[src/rtl/adc_rd_pkg.sv]
package adc_rd_pkg;

    typedef enum logic [1:0] {
        ST_IDLE  = 2'd0,
        ST_CONV  = 2'd1,
        ST_FRAME = 2'd2,
        ST_QUIET = 2'd3
    } rd_state_t;

    typedef enum logic [1:0] {
        FK_READ  = 2'd0,
        FK_SLEEP = 2'd1,
        FK_DUMMY = 2'd2
    } frame_kind_t;

endpackage

[src/rtl/adc_rd_sclk_gen.sv]
module adc_rd_sclk_gen #(
    parameter int unsigned HALF_DIV = 14
) (
    input  logic clk,
    input  logic rst_n,
    input  logic run,
    output logic sclk,
    output logic rise_tick
);
    localparam int unsigned CW = (HALF_DIV < 2) ? 1 : $clog2(HALF_DIV);

    logic [CW-1:0] cnt;
    logic          half_end;

    assign half_end  = (cnt == CW'(HALF_DIV - 1));
    // this cycle ends a low half: sclk goes high at the coming edge
    assign rise_tick = run && half_end && !sclk;

    always_ff @(posedge clk or negedge rst_n) begin
        if (!rst_n) begin
            cnt  <= '0;
            sclk <= 1'b1;
        end else if (!run) begin
            cnt  <= '0;
            sclk <= 1'b1;
        end else if (half_end) begin
            cnt  <= '0;
            sclk <= ~sclk;
        end else begin
            cnt  <= cnt + 1'b1;
        end
    end

    AST_SCLK_PARKED: assert property (@(posedge clk) disable iff (!rst_n)
        !run |=> sclk);

endmodule

[src/rtl/adc_rd_shifter.sv]
module adc_rd_shifter #(
    parameter int unsigned WIDTH = 12
) (
    input  logic             clk,
    input  logic             rst_n,
    input  logic             shift_en,
    input  logic             din,
    output logic [WIDTH-1:0] word_next
);
    logic [WIDTH-1:0] q;

    // leading bits of a longer frame fall off the top end
    assign word_next = {q[WIDTH-2:0], din};

    always_ff @(posedge clk or negedge rst_n) begin
        if (!rst_n)        q <= '0;
        else if (shift_en) q <= word_next;
    end

endmodule

[src/rtl/adc_pm_reader.sv]
module adc_pm_reader
    import adc_rd_pkg::*;
#(
    parameter int unsigned SCLK_HALF  = 14,
    parameter int unsigned CONVST_W   = 5,
    parameter int unsigned CONV_WAIT  = 330,
    parameter int unsigned QUIET_CYC  = 50,
    parameter int unsigned FRAME_BITS = 16,
    parameter int unsigned SLEEP_EDGE = 6,
    parameter int unsigned DATA_W     = 12
) (
    input  logic              clk,
    input  logic              rst_n,
    input  logic              cmd_convert,
    input  logic              cmd_sleep,
    input  logic              cmd_wake,
    input  logic              sdata,
    output logic              convst_n,
    output logic              cs_n,
    output logic              sclk,
    output logic [DATA_W-1:0] result,
    output logic              result_valid,
    output logic              busy
);
    localparam int unsigned TMAX = (CONV_WAIT > QUIET_CYC) ? CONV_WAIT : QUIET_CYC;
    localparam int unsigned TW   = $clog2(TMAX + 1);
    localparam int unsigned EW   = $clog2(FRAME_BITS + 1);

    rd_state_t     state, nxt_state;
    frame_kind_t   kind, nxt_kind;
    logic          asleep;
    logic [TW-1:0] tcnt;
    logic [EW-1:0] ecnt;
    logic [EW-1:0] edge_target;
    logic          rise_tick;
    logic          frame_done;
    logic [DATA_W-1:0] word_next;

    adc_rd_sclk_gen #(.HALF_DIV(SCLK_HALF)) u_sclk (
        .clk       (clk),
        .rst_n     (rst_n),
        .run       (state == ST_FRAME),
        .sclk      (sclk),
        .rise_tick (rise_tick)
    );

    adc_rd_shifter #(.WIDTH(DATA_W)) u_shift (
        .clk       (clk),
        .rst_n     (rst_n),
        .shift_en  (rise_tick),
        .din       (sdata),
        .word_next (word_next)
    );

    assign edge_target = (kind == FK_SLEEP) ? EW'(SLEEP_EDGE) : EW'(FRAME_BITS);
    assign frame_done  = (state == ST_FRAME) && rise_tick && (ecnt == edge_target - 1'b1);

    // next-state decode
    always_comb begin
        nxt_state = state;
        nxt_kind  = kind;
        unique case (state)
            ST_IDLE: begin
                if (cmd_wake && asleep) begin
                    nxt_state = ST_FRAME;
                    nxt_kind  = FK_DUMMY;
                end else if (cmd_sleep && !asleep) begin
                    nxt_state = ST_FRAME;
                    nxt_kind  = FK_SLEEP;
                end else if (cmd_convert && !asleep) begin
                    nxt_state = ST_CONV;
                    nxt_kind  = FK_READ;
                end
            end
            ST_CONV:  if (tcnt == TW'(CONV_WAIT - 1)) nxt_state = ST_FRAME;
            ST_FRAME: if (frame_done)                 nxt_state = ST_QUIET;
            ST_QUIET: if (tcnt == TW'(QUIET_CYC - 1)) nxt_state = ST_IDLE;
            default:  nxt_state = ST_IDLE;
        endcase
    end

    // state register and its counters
    always_ff @(posedge clk or negedge rst_n) begin
        if (!rst_n) begin
            state  <= ST_IDLE;
            kind   <= FK_READ;
            asleep <= 1'b0;
            tcnt   <= '0;
            ecnt   <= '0;
        end else begin
            state <= nxt_state;
            kind  <= nxt_kind;
            tcnt  <= (nxt_state != state) ? '0 : tcnt + 1'b1;
            if (state != ST_FRAME) ecnt <= '0;
            else if (rise_tick)    ecnt <= ecnt + 1'b1;
            if (frame_done && kind == FK_SLEEP) asleep <= 1'b1;
            if (frame_done && kind == FK_DUMMY) asleep <= 1'b0;
        end
    end

    // pin outputs
    always_comb begin
        convst_n = !((state == ST_CONV) && (tcnt < TW'(CONVST_W)));
        cs_n     = (state != ST_FRAME);
        busy     = (state != ST_IDLE);
    end

    always_ff @(posedge clk or negedge rst_n) begin
        if (!rst_n) begin
            result       <= '0;
            result_valid <= 1'b0;
        end else begin
            result_valid <= frame_done && (kind == FK_READ);
            if (frame_done && kind == FK_READ) result <= word_next;
        end
    end

    AST_CONVST_CS_APART: assert property (@(posedge clk) disable iff (!rst_n)
        !convst_n |-> cs_n);
    AST_CS_SCLK_IDLE: assert property (@(posedge clk) disable iff (!rst_n)
        cs_n |-> sclk);
    AST_VALID_SINGLE: assert property (@(posedge clk) disable iff (!rst_n)
        result_valid |=> !result_valid);
    AST_VALID_AT_CS_RISE: assert property (@(posedge clk) disable iff (!rst_n)
        result_valid |-> $rose(cs_n));
    AST_QUIET_HOLD: assert property (@(posedge clk) disable iff (!rst_n)
        $rose(cs_n) |=> cs_n);
    AST_BUSY_ACTIVE: assert property (@(posedge clk) disable iff (!rst_n)
        (!cs_n || !convst_n) |-> busy);
    AST_ASLEEP_NO_CONVST: assert property (@(posedge clk) disable iff (!rst_n)
        asleep |-> convst_n);

endmodule

[config.mk]
export PLATFORM = sky130hd
export DESIGN_NAME = adc_pm_reader
export DESIGN_NICKNAME = d
export VERILOG_FILES = /design/src/rtl/adc_rd_pkg.sv /design/src/rtl/adc_rd_sclk_gen.sv /design/src/rtl/adc_rd_shifter.sv /design/src/rtl/adc_pm_reader.sv
export SDC_FILE = /design/constraint.sdc
export NUM_CORES = 1
export LEC_CHECK = 0
export BUFFER_PORTS_ARGS = -buffer_cell sky130_fd_sc_hd__buf_2
export CAP_MARGIN = 5
export CELL_PAD_IN_SITES_DETAIL_PLACEMENT = 2
export CELL_PAD_IN_SITES_GLOBAL_PLACEMENT = 2
export CORE_ASPECT_RATIO = 0.75
export CORE_MARGIN = 2
export CORE_UTILIZATION = 42
export CTS_CLUSTER_DIAMETER = 150
export DETAILED_ROUTE_END_ITERATION = 7
export GPL_TIMING_DRIVEN = 0
export PLACE_DENSITY = 0.83
export SLEW_MARGIN = 10
export SYNTH_ARGS = -nofsm -noshare
export SYNTH_HDL_FRONTEND = slang
export SYNTH_SLANG_ARGS = --single-unit
[constraint.sdc]
create_clock -name clk -period 3.3 [get_ports clk]
set_input_delay 0.165 -clock clk [delete_from_list [all_inputs] [get_ports clk]]
set_output_delay 0.165 -clock clk [all_outputs]
set_load 0.01 [all_outputs]
==> flow_summary.ini <==
[status]
status = finished clean

[sta]
tns_ns = 0
fmax_mhz = 435
setup_violations = 0
relSlewSlack = 0.280
rsz0062_at_grt = no
min_period_ns = 2.30
slew_violations = 0
timing.final.ws_setup_ns = 1.00
tightestPinTransition_ns = 1.08
final_hold_viol_count = 0
fin_crit_sh = 0.696
skew_ns = 0.00480

[cts]
clk_latency_ns = 0.30
clock_path_buffers = 2
cts_htree_levels = 2
root_buffer = clkbuf_8
cts_made_buffers = 5
cts_tree = yes
postCtsSetupBuffers = 0
clock_sinks = 48
clk_pin_slew_ns = 0.09
post_cts_resized = 0
cts_hold_buf = 0

[routing]
wl_per_cell_um = 18.7
vias_per_cell = 5.28
drc_errors = 0
drtIter0Drc = 39
num_vias = 1531
wl_um = 5420
drtPass1Iterations = 4
postRouteAntennaNets = 0

[grt]
grt_overflow_total = 0
grt_max_degree = 49
first_global_vias = 1745
grt_pass1_wl_um = 9270
grt_usage = 0.212
antenna_found_initial = 0

[logic_synthesis]
yosysWarnings = 0
seq_area_frac_synth = 0.539
netlist_area_um2 = 2230
synth_area_per_cell_um2 = 11.9
synth_area_leader_cell = dfrtp_1
synthCells = 188
dominantRegCellSynth = dfrtp_1
synth_area_leaders = dfrtp_1 (53%), mux2_2 (12%), nor2_1 (3.2%)
synth_cell_types = 40
postSynth.asyncResetShare = 1.00
syn-num-nets = 199
synth-edff-count = 0
ys_ff_latch = 48
yosysTopAreaCellShare = 0.527

[flow_run]
drv_cap = 0

[placed_design]
port_buffers = 22
dpl.hpwl_um = 3970
dp_slack_ns = 1.01
place_congestion = 0.770

[worst_setup_path]
crit_fanout = 10
slowest_stage = dfrtp_1
path_cells = inv_1, ha_1, and4b_1, buf_4, nand3_4, nor4b_4, buf_6, mux2_2
startpoint_type = flop
slowest_delay_ns = 0.43
critical_path_class = flop to flop
crit_required_ns = 3.49
worst_setup_path_end_kind = flop
arrival_ns = 2.49

[pwr]
powerDensity_nw_per_um2 = 387
p_leak_nw = 1.22
irDropWorstVdd_uv = 197
power.total_mw = 0.978

[cells_and_area]
layout_common_cells = dfrtp_1 (47), mux2_2 (24), buf_2 (22)
final_common_cell = dfrtp_1
areaGrowthSynthToFinish_pct = 13.3
antenna_cells = 0
drive_gt1_frac = 0.307
finish.utilization = 0.505
nets = 228

[floorplanning]
die_w_um = 88.2
fp.dieArea_um2 = 5920
ios = 23
dieHeight_um = 67.1
fp-row-count = 22
start_util = 0.446
design.core.area_um2 = 5010

[worst_hold_path]
hold_path.class = input port to async pin
==> sequential cells by signal (all words and copies together), names as in the netlist, 2 cells and up <==
register,cells
ecnt,5
kind,2
result,12
state,2
tcnt,9
u_sclk.cnt,4
u_shift.q,11
==> critical path, delay by kind of cell, from the launching register on <==
kind | cells | cell delay, ns
fa+ha+maj | 1 | 0.21
mux | 1 | 0.35
flops | 1 | 0.43
simple gates | 3 | 0.74
buf+inv | 3 | 0.45
==> cell families (layout without fill, tap and decap cells) <==
family	count (synthesis)	in the layout	synth area share
muxes	27	27	0.135
buffers and inverters	13	43	0.0286
AOI/OAI and AO/OA	19	19	0.0521
adders and majority gates	5	5	0.0280
and+or+nand+nor	65	65	0.175
DFF	48	48	0.539
xor gates and xnor gates	11	11	0.0432
==> power by group <==
group / internal [mW] / switching, mW / leakage, nW / total [mW]
registers: 0.588 / 0 / 0.648 / 0.588
logic: 0.00278 / 0.0138 / 0.521 / 0.0166
clock network: 0.172 / 0.203 / 0.0516 / 0.374
total: 0.762 / 0.216 / 1.22 / 0.978
==> stage by stage <==
| stage | std cells | hold slack, ns | instance area, um2 |
|---|---|---|---|
| 3_5_place_dp | 282 | 0.426 | 2430 |
| 5_1_grt | 290 | 0.115 | 2530 |
| 2_1_floorplan | 188 | -0.131 | 2230 |
| 3_3_place_gp | 282 | 0.393 | 2430 |
| 4_1_cts | 290 | 0.103 | 2530 |
| 6_report | 290 | 0.0534 | 2530 |
==> cells in the mapped netlist (2+ instances only) <==
| library cell | count |
|---|---|
| a21oi_1 | 7 |
| and4b_1 | 5 |
| buf_4 | 2 |
| dfrtp_1 | 47 |
| ha_1 | 5 |
| inv_1 | 8 |
| mux2_2 | 24 |
| mux2i_1 | 3 |
| nand2_1 | 7 |
| nand3_1 | 5 |
| nand4_1 | 5 |
| nor2_1 | 19 |
| nor2b_1 | 2 |
| nor3_1 | 7 |
| nor4_1 | 2 |
| nor4b_1 | 2 |
| o21ai_0 | 5 |
| or2_2 | 2 |
| xnor2_1 | 4 |
| xor2_1 | 7 |
==> final timing paths <==
check,slack (ns),from,cells after the start,endpoint
setup / recovery,1.00,u_sclk.cnt[1],8,result[11]
hold / removal,0.05,rst_n,1,ecnt[2]
setup reg to reg,1.00,u_sclk.cnt[1],8,result[11]
hold reg to reg,0.51,result[1],1,result[1]
max in group asynchronous,2.58,rst_n,1,result[8]
min in group clk,0.11,sdata,2,result[0]
==> layer usage <==
| layer | vias to the layer above | routed length (um) | GRT usage |
|---|---|---|---|
| li1 | 720 | - | - |
| met1 | 777 | 2550 | 0.292 |
| met2 | 25 | 2650 | 0.348 |
| met3 | 9 | 137 | 0.0342 |
| met4 | 0 | 85 | 0.0625 |
| met5 | - | 0 | 0 |
==> layout make-up <==
cell class | count | area [um2]
fillers | 524 | 2480
well taps | 72 | 90.1
clock inverters | 2 | 13.8
flip-flops and latches | 48 | 1200
inverters | 9 | 33.8
repair buffers | 22 | 110
plain buffers | 4 | 30.0
clock buffers | 6 | 82.6
multi-input cells | 127 | 966
(Power assumes the default switching activity.)
